===== src/rtl/hf_pkg.sv =====
package hf_pkg;

    localparam int          BYTE_W     = 8;
    localparam int          HASH_W     = 6;
    localparam int          STAT_W     = 16;
    localparam int          CRC_W      = 32;
    localparam logic [31:0] CRC_POLY   = 32'h04C11DB7;
    localparam logic [5:0]  BCAST_CODE = 6'h02;

    typedef enum logic [1:0] {
        ST_IDLE    = 2'd0,
        ST_COLLECT = 2'd1,
        ST_AWAIT   = 2'd2,
        ST_EMIT    = 2'd3
    } hf_state_e;

    typedef struct packed {
        logic good;
        logic extra;
        logic runt;
        logic crc_err;
        logic ind;
    } hf_fstat_t;

    // One byte through the CRC, least significant bit first.
    function automatic logic [CRC_W-1:0] crc_step_byte(
        input logic [CRC_W-1:0]  c_in,
        input logic [BYTE_W-1:0] b_in
    );
        logic [CRC_W-1:0] c;
        logic             fb;
        c = c_in;
        for (int i = 0; i < BYTE_W; i++) begin
            fb = c[CRC_W-1] ^ b_in[i];
            c  = {c[CRC_W-2:0], 1'b0} ^ (fb ? CRC_POLY : '0);
        end
        return c;
    endfunction

endpackage


===== src/rtl/hf_crc_unit.sv =====
module hf_crc_unit
    import hf_pkg::*;
(
    input  logic              clk,
    input  logic              rst_n,
    input  logic              start,
    input  logic              advance,
    input  logic [BYTE_W-1:0] din,
    output logic [CRC_W-1:0]  crc
);

    always_ff @(posedge clk) begin
        if (!rst_n) begin
            crc <= '1;
        end else if (start) begin
            crc <= crc_step_byte('1, din);
        end else if (advance) begin
            crc <= crc_step_byte(crc, din);
        end
    end

    AST_CRC_HOLD: assert property (@(posedge clk) disable iff (!rst_n)
        (!start && !advance) |=> $stable(crc));

endmodule


===== src/rtl/hf_laf_bank.sv =====
module hf_laf_bank #(
    parameter  int WORD_W   = 16,
    parameter  int LAF_BITS = 64,
    localparam int N_WORDS  = LAF_BITS / WORD_W,
    localparam int WA_W     = (N_WORDS > 1) ? $clog2(N_WORDS) : 1
) (
    input  logic                clk,
    input  logic                rst_n,
    input  logic                we,
    input  logic [WA_W-1:0]     waddr,
    input  logic [WORD_W-1:0]   wdata,
    input  logic                load,
    output logic [LAF_BITS-1:0] active
);

    logic [LAF_BITS-1:0] shadow;

    for (genvar w = 0; w < N_WORDS; w++) begin : g_word
        logic [WORD_W-1:0] word_q;
        always_ff @(posedge clk) begin
            if (!rst_n) begin
                word_q <= '0;
            end else if (we && (waddr == WA_W'(w))) begin
                word_q <= wdata;
            end
        end
        assign shadow[w*WORD_W +: WORD_W] = word_q;
    end

    // The copy used by a frame is frozen at its first byte.
    always_ff @(posedge clk) begin
        if (!rst_n) begin
            active <= '0;
        end else if (load) begin
            active <= shadow;
        end
    end

    AST_ACTIVE_HOLDS: assert property (@(posedge clk) disable iff (!rst_n)
        !load |=> $stable(active));

endmodule


===== src/rtl/hf_hash_match.sv =====
module hf_hash_match #(
    parameter  int IDX_W = 6,
    localparam int LINES = 1 << IDX_W
) (
    input  logic [IDX_W-1:0] index,
    input  logic [LINES-1:0] laf,
    output logic             hit
);

    logic [LINES-1:0] line;
    logic [LINES-1:0] gated;

    for (genvar l = 0; l < LINES; l++) begin : g_line
        assign line[l]  = (index == IDX_W'(l));
        assign gated[l] = line[l] & laf[l];
    end

    assign hit = |gated;

endmodule


===== src/rtl/hf_mcast_filter.sv =====
module hf_mcast_filter
    import hf_pkg::*;
#(
    parameter  int ADDR_BYTES = 6,
    parameter  int WORD_W     = 16,
    localparam int LAF_BITS   = 1 << HASH_W,
    localparam int N_WORDS    = LAF_BITS / WORD_W,
    localparam int WA_W       = (N_WORDS > 1) ? $clog2(N_WORDS) : 1,
    localparam int CNT_W      = $clog2(ADDR_BYTES + 1)
) (
    input  logic              clk,
    input  logic              rst_n,
    input  logic              da_valid,
    input  logic              da_sof,
    input  logic [BYTE_W-1:0] da_byte,
    input  logic              fs_valid,
    input  logic              fs_good,
    input  logic              fs_extra,
    input  logic              fs_runt,
    input  logic              fs_crc_err,
    input  logic              fs_ind,
    input  logic              laf_we,
    input  logic [WA_W-1:0]   laf_waddr,
    input  logic [WORD_W-1:0] laf_wdata,
    output logic              st_valid,
    output logic [STAT_W-1:0] status,
    output logic              hashed,
    output logic              hash_event
);

    hf_state_e           state_q, state_d;
    logic [CNT_W-1:0]    cnt_q;
    logic                fs_seen_q;
    hf_fstat_t           fs_q;
    logic                bcast_q;
    logic                start, take, last_byte, fs_grab;
    logic [CRC_W-1:0]    crc;
    logic [LAF_BITS-1:0] laf_active;
    logic [HASH_W-1:0]   index;
    logic                hit;

    assign start     = da_valid && da_sof;
    assign take      = da_valid && !da_sof && (state_q == ST_COLLECT);
    assign last_byte = take && (cnt_q == CNT_W'(ADDR_BYTES - 1));
    assign fs_grab   = fs_valid && !fs_seen_q &&
                       ((state_q == ST_COLLECT) || (state_q == ST_AWAIT));

    // Next-state logic
    always_comb begin
        state_d = state_q;
        unique case (state_q)
            ST_IDLE: begin
                if (start) state_d = ST_COLLECT;
            end
            ST_COLLECT: begin
                if (start) begin
                    state_d = ST_COLLECT;
                end else if (last_byte) begin
                    state_d = (fs_seen_q || fs_valid) ? ST_EMIT : ST_AWAIT;
                end
            end
            ST_AWAIT: begin
                if (start)         state_d = ST_COLLECT;
                else if (fs_valid) state_d = ST_EMIT;
            end
            ST_EMIT: begin
                state_d = start ? ST_COLLECT : ST_IDLE;
            end
        endcase
    end

    // State register
    always_ff @(posedge clk) begin
        if (!rst_n) state_q <= ST_IDLE;
        else        state_q <= state_d;
    end

    // Per-frame bookkeeping of bytes, status and broadcast detection
    always_ff @(posedge clk) begin
        if (!rst_n) begin
            cnt_q     <= '0;
            fs_seen_q <= 1'b0;
            fs_q      <= '0;
            bcast_q   <= 1'b0;
        end else if (start) begin
            cnt_q     <= CNT_W'(1);
            fs_seen_q <= fs_valid;
            fs_q      <= fs_valid ? hf_fstat_t'({fs_good, fs_extra, fs_runt, fs_crc_err, fs_ind})
                                  : '0;
            bcast_q   <= (da_byte == '1);
        end else begin
            if (take) begin
                cnt_q   <= cnt_q + CNT_W'(1);
                bcast_q <= bcast_q && (da_byte == '1);
            end
            if (fs_grab) begin
                fs_seen_q <= 1'b1;
                fs_q      <= {fs_good, fs_extra, fs_runt, fs_crc_err, fs_ind};
            end
        end
    end

    hf_crc_unit u_crc (
        .clk     (clk),
        .rst_n   (rst_n),
        .start   (start),
        .advance (take),
        .din     (da_byte),
        .crc     (crc)
    );

    hf_laf_bank #(
        .WORD_W   (WORD_W),
        .LAF_BITS (LAF_BITS)
    ) u_laf (
        .clk    (clk),
        .rst_n  (rst_n),
        .we     (laf_we),
        .waddr  (laf_waddr),
        .wdata  (laf_wdata),
        .load   (start),
        .active (laf_active)
    );

    assign index = crc[CRC_W-1 -: HASH_W];

    hf_hash_match #(
        .IDX_W (HASH_W)
    ) u_match (
        .index (index),
        .laf   (laf_active),
        .hit   (hit)
    );

    // Output logic
    always_comb begin
        st_valid   = 1'b0;
        status     = '0;
        hashed     = 1'b0;
        hash_event = 1'b0;
        if (state_q == ST_EMIT) begin
            st_valid = 1'b1;
            hashed   = hit;
            if (hit && fs_q.good && !bcast_q) begin
                status = {index, 1'b1, 1'b1, 8'h00};
            end else begin
                status = {1'b0, fs_q.extra, fs_q.runt, fs_q.crc_err, bcast_q,
                          fs_q.ind, hit, fs_q.good, 8'h00};
            end
            hash_event = status[9] && status[8] &&
                         !((status[15:10] == BCAST_CODE) && bcast_q);
        end
    end

    AST_STROBE_SINGLE: assert property (@(posedge clk) disable iff (!rst_n)
        st_valid |=> !st_valid);

    AST_EMIT_FULL_ADDR: assert property (@(posedge clk) disable iff (!rst_n)
        st_valid |-> (cnt_q == CNT_W'(ADDR_BYTES)) && fs_seen_q);

    AST_HASH_NEEDS_FLAGS: assert property (@(posedge clk) disable iff (!rst_n)
        (st_valid && hash_event) |-> (status[9] && status[8]));

    AST_NORMAL_TOP_CLEAR: assert property (@(posedge clk) disable iff (!rst_n)
        (st_valid && !status[9]) |-> !status[15]);

endmodule


===== config.mk =====
export PLATFORM = sky130hd
export DESIGN_NAME = hf_mcast_filter
export DESIGN_NICKNAME = d
export VERILOG_FILES = /design/src/rtl/hf_pkg.sv /design/src/rtl/hf_crc_unit.sv /design/src/rtl/hf_laf_bank.sv /design/src/rtl/hf_hash_match.sv /design/src/rtl/hf_mcast_filter.sv
export SDC_FILE = /design/constraint.sdc
export NUM_CORES = 1
export LEC_CHECK = 0
export ABC_CLOCK_PERIOD_IN_PS = 2950
export BUFFER_PORTS_ARGS = -buffer_cell sky130_fd_sc_hd__buf_2
export CAP_MARGIN = 15
export CORE_MARGIN = 3
export CORE_UTILIZATION = 44
export DETAILED_ROUTE_END_ITERATION = 8
export PLACE_DENSITY = 0.71
export SLEW_MARGIN = 20
export SYNTH_ARGS = -nofsm -noshare
export SYNTH_HDL_FRONTEND = slang
export SYNTH_HIERARCHICAL = 1
export SYNTH_SLANG_ARGS = --single-unit

===== constraint.sdc =====
create_clock -name clk -period 2.95 [get_ports clk]
set_input_delay 0 -clock clk [delete_from_list [all_inputs] [get_ports clk]]
set_output_delay 0 -clock clk [all_outputs]
set_load 0.03 [all_outputs]

==> results of run 1 <==
state kept, by name, summed over array words and instances, names as in the netlist:
register,count
bcast_q,1
cnt_q,3
fs_q,5
fs_seen_q,1
state_q,2
u_crc/crc,32
u_laf/active,64
u_laf/g_word.word_q,64
layout by cell type (no fill, tap or decap), types with 5 or more instances in the layout:
cell type and instances:
xor2_1 25, a211oi_1 5, inv_6 5, conb_1 8, nand3b_1 9, o21ai_0 14
a21oi_1 8, xnor2_1 73, xor3_1 5, mux2i_1 151, nand2_1 108, inv_1 9
ha_1 7, o211ai_1 14, nor2b_1 72, clkbuf_16 17, a31oi_1 5, nor2_1 27
o22ai_1 7, dfxtp_1 168, buf_4 34, nand3_1 6, dlygate4sd3_1 21, xnor3_1 8
buf_2 42, a211o_1 7, a22o_1 9, a22oi_1 5
logic make-up (layout without fill, tap and decap cells):
| group | Yosys count | count (layout) | share of synthesized area, % |
|---|---|---|---|
| other | 1 | 8 | 0.0408 |
| buffers and inverters | 85 | 148 | 5.52 |
| multiplexers | 155 | 155 | 17.1 |
| AO/OA/AOI/OAI | 112 | 112 | 9.34 |
| adder cells (fa/ha/maj) | 7 | 7 | 0.953 |
| XOR/XNOR | 121 | 121 | 14.8 |
| flip-flops | 172 | 172 | 37.5 |
| AND/OR/NAND/NOR | 264 | 264 | 14.7 |
per-layer routing:
metal | GRT usage (%) | vias up | part of all wire, %
li1 | - | 3244 | -
met1 | 26.9 | 3167 | 47
met2 | 32.3 | 130 | 47
met3 | 3.16 | 27 | 3.9
met4 | 6.77 | 0 | 2.0
met5 | 0 | - | 0
tightest hold or removal path, cell delays in order:
cell and delay [ns]:
buf_2 0.13, nand2_1 0.07, a21oi_2 0.06, o21bai_1 0.14
power groups by stage:
stage	logic (mW)	registers (mW)	clock network, mW
floorplan	1.15	2.53	0
global placement	1.36	2.57	0
detailed placement	1.37	2.57	0
CTS	1.42	2.52	2.39
global route	1.57	2.53	2.49
finish	1.46	2.52	2.35
timing repair:
action | 4_1_cts | 5_1_grt
gates resized for setup | 17 | 27
setup endpoints to repair | 7 | 7
setup buffers | 4 | 4
endpoints found under the hold margin | 69 | 0
hold buffers | 21 | 0
pin swaps | 2 | 13
how the worst min path moves through the flow:
stage	startpoint	endpoint	slack (ns)	depth (start not counted)
global route	fs_valid	fs_q[2]	0.04	3
global placement	fs_extra	fs_q[3]	0.22	2
detailed placement	fs_runt	fs_q[2]	0.22	2
finish	fs_valid	fs_seen_q	0.02	4
floorplan	fs_ind	fs_q[0]	0.13	1
CTS	fs_valid	fs_seen_q	0.01	4
metrics by stage:
step | cell area (um^2) | total power, mW
2_1_floorplan | 9220 | 3.68
3_3_place_gp | 9590 | 3.93
5_1_grt | 10600 | 6.59
4_1_cts | 10500 | 6.33
3_5_place_dp | 9590 | 3.95
6_report | 10600 | 6.32
area by class of cell:
type | instances | area [um^2]
repair buffers | 105 | 776
multi-input cells | 667 | 5390
fillers | 1811 | 9740
clock inverters | 15 | 196
clock buffers | 17 | 425
flip-flops and latches | 172 | 3460
inverters | 11 | 43.8
well taps | 270 | 338
==> impl_metrics.ini, run 1 <==
[run_status]
run_status = completed

[cts]
cts_buffer_depth = 2
tritoncts = done
numCtsBuffers = 17
clockRootBuffer = clkbuf_16
clk_latency_ns = 0.43
htreeDepth = 4
cts_num_sinks = 172
path_clk_slew_ns = 0.07

[power_and_ir_drop]
pwr-share-seq_pct = 39.8
swShare_pct = 29.3
ir_worst_vdd_v = 0.000432
leakagePower_nw = 4.36
p_int_mw = 4.47
power.share.combinational_pct = 23.0
p_sw_mw = 1.85
power_density_nw_per_um2 = 595
clkPwrFrac_pct = 37.1

[layout]
fin_cells = 1257
nets = 1018
area_growth_pct = 15.7
antenna_cells = 0
drive_above_1_share_pct = 17.3
fin_util_pct = 52.2

[placed_design]
dp_cells = 1197
dp_hpwl_um = 14700
port_buffers = 47
gp_congestion = 0.855
post-place-ws_ns = 0.0622

[die]
die_w_um = 150
die_h_um = 150
die_area_um2 = 22600
rows = 52
initial_core_util_pct = 45.1
coreArea_um2 = 20400
io_pins = 56

[critical_path]
reg2reg_to = u_crc/crc[8]
startpoint = u_crc/crc[29]
cp_cell_sequence = buf_4 -> nand3b_1 -> a21boi_0 -> a2111o_1 -> o31ai_4 -> a2111oi_4 -> nand3b_1 -> buf_6 -> mux2i_1 -> nor2b_1 -> buf_4
startpoint_type = flip-flop
reg2reg_from = u_crc/crc[30]
path_max_fanout = 11
regToRegSetupSlack_ns = 0.57
path_buf_inv = 3
cp.depth = 11
cp_top_family = compound AO/OA/AOI/OAI gates
crit_required_ns = 2.95
endpoint = status[14]
slowest_delay_ns = 0.48
endpoint_kind = output pin
critPathArrivalTime_ns = 2.94
cp_slowest_cell = a2111oi_4
critPathKind = reg2out
r2r_cells = 5

[global_routing]
grt_pass1_vias = 6495
antenna_found_initial = 0
grt_max_degree = 66
grt_usage_pct = 19.9
grt_pass1_wl_um = 35000
grt_remaining_overflow = 0

[synth]
postSynthCellCount = 917
synth.most_common_cell = dfxtp_1
seq_area_frac_synth_pct = 37.5
synth_warnings = 6
synthTopCellsByCount = 172 x dfxtp_1, 151 x mux2i_1, 108 x nand2_1, 73 x xnor2_1, 72 x nor2b_1
synth.largest_area_cell = dfxtp_1
synth_top_area_share_pct = 37.5
ys.flop_type = dfxtp_1
synth_area_leaders = dfxtp_1 37%, mux2i_1 16%, xnor2_1 7.0%
syn_area_um2 = 9190
yosysUniqueCellTypes = 81
synth-edff-count = 0
syn_avg_cell_area_um2 = 10.0
async_reset_ff_share_pct = 0
ys_ff_latch = 172

[detailed_routing]
wire_per_inst_um = 17.6
drc = 0
ant_nets = 0
drt_iter0_markers = 400
routed-via-count = 6568
firstDrtPassIters = 5
viasPerCell = 5.23
wl_um = 22100

[timing]
period_share_pct = 99.5
setup_slack_ns = 0.0138
fin_skew_ns = 0.00849
min_period_ns = 2.94
fmax_ghz = 0.341
setup_violations = 0
hold_viol = 0
tns_ns = 0
max_slew.worst_pin.slew_ns = 0.732
rsz0062_at_grt = true
finalMaxSlewViolations = 0
whs_ns = 0.0233
slew_headroom_pct = 51.1

[job]
maxCapViolCount = 0

[min_path]
hp-class = in2reg
No activity file was read; power rests on OpenSTA's default activity.
==> run 2, diff against run 1 <==
ABC_CLOCK_PERIOD_IN_PS = 3100   (was 2950)
SYNTH_HIERARCHICAL = default   (was 1)
clock period = 3.1 ns   (was 2.95 ns; I/O delays follow)
==> run 2 against run 1 <==
Core utilization fell by 1.5 points. Combinational power decreased by 18%. Final cell count grew 7.0%. Clock-buffer cell count rose by 2. Area after synthesis fell by 3.7%.
==> impl_metrics.ini, run 2 <==
[layout]
drive_above_1_share_pct = 11.9
reg_top3 = u_laf.active x64, u_laf.g_word.word_q x64, u_crc.crc x32
fin_cells = 1345
nets = 1114
antenna_cells = 0
final_cell_mix = 308 x nand2_1, 168 x dfxtp_1, 130 x a21boi_0
mostFrequentLayoutCell = nand2_1
fin_util_pct = 50.7
nFillCells = 1899
area_growth_pct = 12.2
final-seq-area_um2 = 3450
multi_input_area_um2 = 4960
finalInstanceArea_um2 = 9930

[synth]
postSynthCellCount = 1046
post_synth_and_or_nand_nor_area_fraction_pct = 18.5
synth_warnings = 0
syn_avg_cell_area_um2 = 8.46
synth_xor_area_share_pct = 13.6
seq_area_frac_synth_pct = 38.9
synth_compound_area_share_pct = 20.8
synthAdderAreaFrac_pct = 1.41
synth_area_leaders = dfxtp_1 39%, nand2_1 13%, a21boi_0 11%
synth.most_common_cell = nand2_1
async_reset_ff_share_pct = 0
synthTopCellsByCount = 309 x nand2_1, 172 x dfxtp_1, 130 x a21boi_0, 73 x xnor2_1, 55 x clkbuf_1
muxShareOfSynthArea_pct = 1.20
syn_area_um2 = 8850
yosysUniqueCellTypes = 69
synth_top_area_share_pct = 38.9
ys.flop_type = dfxtp_1
ys_ff_latch = 172
synth_top_family_by_area = compound AO/OA/AOI/OAI gates
synth-edff-count = 0
synth.largest_area_cell = dfxtp_1

[min_path]
hold-path-cell-count = 2
hp-class = in2reg

[power_and_ir_drop]
pwr-share-seq_pct = 42.5
clkPwrFrac_pct = 36.3
power.share.combinational_pct = 21.2
swShare_pct = 30.8
leakagePower_nw = 3.58
ir_worst_vdd_v = 0.000398
power_density_nw_per_um2 = 567
p_int_mw = 3.90
power.total_mw = 5.64
p_sw_mw = 1.74

[timing]
fmax_ghz = 0.353
period_share_pct = 91.4
setup_violations = 0
min_period_ns = 2.83
tns_ns = 0
hold_viol = 0
slew_headroom_pct = 39.8
fin_skew_ns = 0.00886
rsz0062_at_grt = false
max_slew.worst_pin.slew_ns = 0.902
finalMaxSlewViolations = 0

[cts]
numCtsBuffers = 17
cts_buffer_depth = 2
tritoncts = done
post_cts_buffers = 0
cts_num_sinks = 172
htreeDepth = 4
clk_latency_ns = 0.43
clockRootBuffer = clkbuf_16
path_clk_slew_ns = 0.07

[critical_path]
endpoint_kind = output pin
r2r_cells = 8
critPathKind = reg2out
path_max_fanout = 10
cp_slowest_cell = dfxtp_2
cp_cell_sequence = buf_4 -> mux2_1 -> a22oi_1 -> o22ai_1 -> a211oi_1 -> o32a_2 -> nand2b_4 -> o32ai_1 -> buf_2
critPathArrivalTime_ns = 2.83
startpoint_type = flip-flop
slowest_delay_ns = 0.53
crit_required_ns = 3.10

[detailed_routing]
routed-via-count = 7219
drc = 0
wire_per_inst_um = 17.1
wl_um = 23000
ant_nets = 0
firstDrtPassIters = 5
drt_iter0_markers = 519
viasPerCell = 5.37

[global_routing]
grt_usage_pct = 21.1
grt_pass1_wl_um = 36900
grt_remaining_overflow = 0
antenna_found_initial = 0
grt_max_degree = 111
grt_pass1_vias = 6812

[die]
rows = 51
die_area_um2 = 21800
io_pins = 56
coreArea_um2 = 19600
die_h_um = 148
initial_core_util_pct = 45.2
die_w_um = 148

[placed_design]
dp_cells = 1289
place_area_um2 = 9130
gp_congestion = 0.889
dp_hpwl_um = 15200
port_buffers = 47

[job]
maxCapViolCount = 0

[run_status]
run_status = completed
run 2: final cells by class:
class	count	share of cell area, %
Multi-Input combinational cell	781	49.9
Sequential cell	172	34.7
Timing Repair Buffer	86	6.07
Clock buffer	19	4.36
Tap cell	265	3.34
Clock inverter	13	1.26
Inverter	9	0.340
run 2: kinds of logic (layout without fill, tap and decap cells):
group | Yosys count | after routing
xor+xnor | 114 | 114
other cells | 1 | 8
fa+ha+maj | 10 | 10
buf+inv | 100 | 127
simple gates | 387 | 387
compound gates | 253 | 253
flops | 172 | 172
mux | 9 | 9
run 2: final timing paths:
kind	start	endpoint	slack (ns)
hold reg to reg	u_laf.g_word[2].word_q[9]	u_laf.active[41]	0.46
hold / removal	rst_n	u_crc.crc[27]	0.007
setup reg to reg	u_crc.crc[29]	u_crc.crc[10]	0.80
setup / recovery	u_crc.crc[26]	status[13]	0.27
run 2: critical path: cells and delay by family (launching register included):
kind | cells | cell delay, ns
flops | 1 | 0.53
simple gates | 1 | 0.19
compound gates | 5 | 1.02
buf+inv | 2 | 0.51
mux | 1 | 0.16
run 2: power by group through the flow:
stage / sequential (mW) / combinational [mW] / clock (mW)
finish: 2.40 / 1.20 / 2.04
global route: 2.41 / 1.30 / 2.17
CTS: 2.39 / 1.20 / 2.08
detailed placement: 2.44 / 1.16 / 0
global placement: 2.44 / 1.15 / 0
floorplan: 2.39 / 0.979 / 0
run 2: timing repair:
item,4_1_cts,5_1_grt
hold endpoints to repair,72,0
gates resized for setup,1,3
pin swaps,0,0
hold buffers,24,0
endpoints found under the setup margin,1,7
run 2: per-layer routing:
| layer | global-route usage [%] | vias up | part of all wire, % |
|---|---|---|---|
| li1 | - | 3567 | - |
| met1 | 29.4 | 3431 | 47 |
| met2 | 33.6 | 183 | 46 |
| met3 | 3.16 | 38 | 4.7 |
| met4 | 7.76 | 0 | 2.6 |
| met5 | 0 | - | 0 |
run 2: per-stage QoR:
step / hold WS [ns] / worst slack, ns
global route: 0.0295 / 0.108
global placement: 0.222 / 0.513
detailed placement: 0.222 / 0.461
floorplan: 0.125 / 0.708
CTS: 0.00689 / 0.0596
finish: 0.00723 / 0.268
==> run 3, diff against run 2 <==
CORE_ASPECT_RATIO = 0.8   (was default)
==> run 3 against run 2 <==
Flip-flop and latch count is the same. Die area barely moved. Final area grew 0.28%. Worst setup slack got worse by 0.043 ns. Critical endpoint is now status[10]. Highest routed layer unchanged. Largest power group unchanged. Non-clock buffer count unchanged.
==> impl_metrics.ini, run 3 (same netlist as run 2, synthesis figures left out) <==
[detailed_routing]
drc = 0
drt_iter0_markers = 605
firstDrtPassIters = 7
routed-via-count = 7231
ant_nets = 0
viasPerCell = 5.40
wl_um = 23300
wire_per_inst_um = 17.4

[global_routing]
grt_pass1_wl_um = 37300
antenna_found_initial = 0
grt_usage_pct = 21.8
grt_max_degree = 110
grt_remaining_overflow = 0
grt_pass1_vias = 6702

[job]
maxCapViolCount = 0

[die]
initial_core_util_pct = 45.7
rows = 45
die_w_um = 165
die_area_um2 = 21900
io_pins = 56
coreArea_um2 = 19400
die_h_um = 133

[power_and_ir_drop]
power.share.combinational_pct = 21.4
clkPwrFrac_pct = 36.6
leakagePower_nw = 3.60
power_density_nw_per_um2 = 570
p_int_mw = 3.91
p_sw_mw = 1.77
swShare_pct = 31.2
ir_worst_vdd_v = 0.000323
pwr-share-seq_pct = 42.0

[cts]
cts_buffer_depth = 2
clockRootBuffer = clkbuf_16
cts_num_sinks = 172
tritoncts = done
clk_latency_ns = 0.44
numCtsBuffers = 17
post_cts_buffers = 0
path_clk_slew_ns = 0.07
htreeDepth = 4

[layout]
final_cell_mix = 308 x nand2_1, 169 x dfxtp_1, 130 x a21boi_0
drive_above_1_share_pct = 11.7
mostFrequentLayoutCell = nand2_1
nFillCells = 1850
antenna_cells = 0
reg_top3 = u_laf.active x64, u_laf.g_word.word_q x64, u_crc.crc x32
area_growth_pct = 12.6
nets = 1114

[critical_path]
path_max_fanout = 24
crit_required_ns = 3.10
startpoint_type = flip-flop
cp_slowest_cell = dfxtp_2
path_buf_inv = 2
critPathKind = reg2out
slowest_delay_ns = 0.45
cp_top_family = compound AO/OA/AOI/OAI gates
cp_cell_sequence = buf_12 -> mux2i_1 -> nor4_1 -> a311o_1 -> o41ai_2 -> o32a_2 -> nor3b_2 -> o32ai_1 -> buf_2
critPathArrivalTime_ns = 2.88
endpoint_kind = output pin

[timing]
slew_headroom_pct = 33.7
hold_viol = 0
rsz0062_at_grt = false
tns_ns = 0
finalMaxSlewViolations = 0
fin_skew_ns = 0.0142
max_slew.worst_pin.slew_ns = 0.991
min_period_ns = 2.88
period_share_pct = 92.8
whs_ns = 0.0130
fmax_ghz = 0.348
setup_violations = 0

[run_status]
run_status = completed

[min_path]
hp-class = in2reg

[placed_design]
dp_hpwl_um = 15500
gp_congestion = 0.906
port_buffers = 47
==> run 3: changes by cell type in the layout (fill, tap and decap cells not counted) <==
cell,before,now
clkinvlp_4,3,1
buf_12,1,2
clkinv_8,1,2
inv_8,3,4
clkbuf_1,2,1
dfxtp_2,4,3
clkinv_4,0,3
dfxtp_1,168,169
inv_6,6,4
dlygate4sd3_1,24,27
buf_4,15,11
==> run 3: final cells by class <==
cell class / count / area, um^2 / share of cell area [%]
sequential: 172 / 3450 / 34.6
clock buffer: 18 / 429 / 4.31
tap: 258 / 323 / 3.24
multi-input combinational: 781 / 4960 / 49.8
timing repair buffer: 86 / 623 / 6.26
inverter: 9 / 33.8 / 0.339
clock inverter: 14 / 146 / 1.47
==> run 3: power by group through the flow <==
stage / Combinational (mW) / Sequential [mW] / Clock [mW]
6_report: 1.22 / 2.38 / 2.08
5_1_grt: 1.33 / 2.39 / 2.20
4_1_cts: 1.21 / 2.38 / 2.11
3_5_place_dp: 1.18 / 2.43 / 0
3_3_place_gp: 1.17 / 2.43 / 0
2_1_floorplan: 0.979 / 2.39 / 0
==> run 3: per-layer routing <==
metal | global-route usage [%] | part of all wire, %
met3 | 3.69 | 5.7
met4 | 4.47 | 0.90
met2 | 31.5 | 43
met1 | 33.8 | 51
met5 | 0 | 0
==> run 3: metrics by stage <==
step                instance area [um^2]  util (%)  power, mW  setup slack [ns]  std cells
global placement                    9110      47.0       3.60             0.493       1279
CTS                                 9960      51.4       5.70            0.0109       1338
global route                        9960      51.4       5.92            0.0530       1338
finish                              9960      51.4       5.68             0.225       1338
detailed placement                  9110      47.0       3.61             0.484       1279
floorplan                           8870         -       3.37             0.708       1053
==> run 3: timing repair <==
action,CTS,global route
endpoints found under the setup margin,0,7
resized for setup,0,3
endpoints found under the hold margin,72,0
hold buffers,27,0
==> run 3: worst min-delay path: stages <==
cell	delay, ns
buf_2	0.15
nor3b_2	0.10
nand2_1	0.08
a21boi_0	0.07
==> run 3: final timing paths <==
kind	from	endpoint	slack, ns	cells after the start
setup / recovery	u_crc.crc[26]	status[10]	0.22	9
hold / removal	laf_waddr[1]	u_laf.g_word[0].word_q[3]	0.01	4
setup reg to reg	state_q[1]	cnt_q[0]	0.88	6
hold reg to reg	u_laf.g_word[0].word_q[4]	u_laf.active[4]	0.46	2
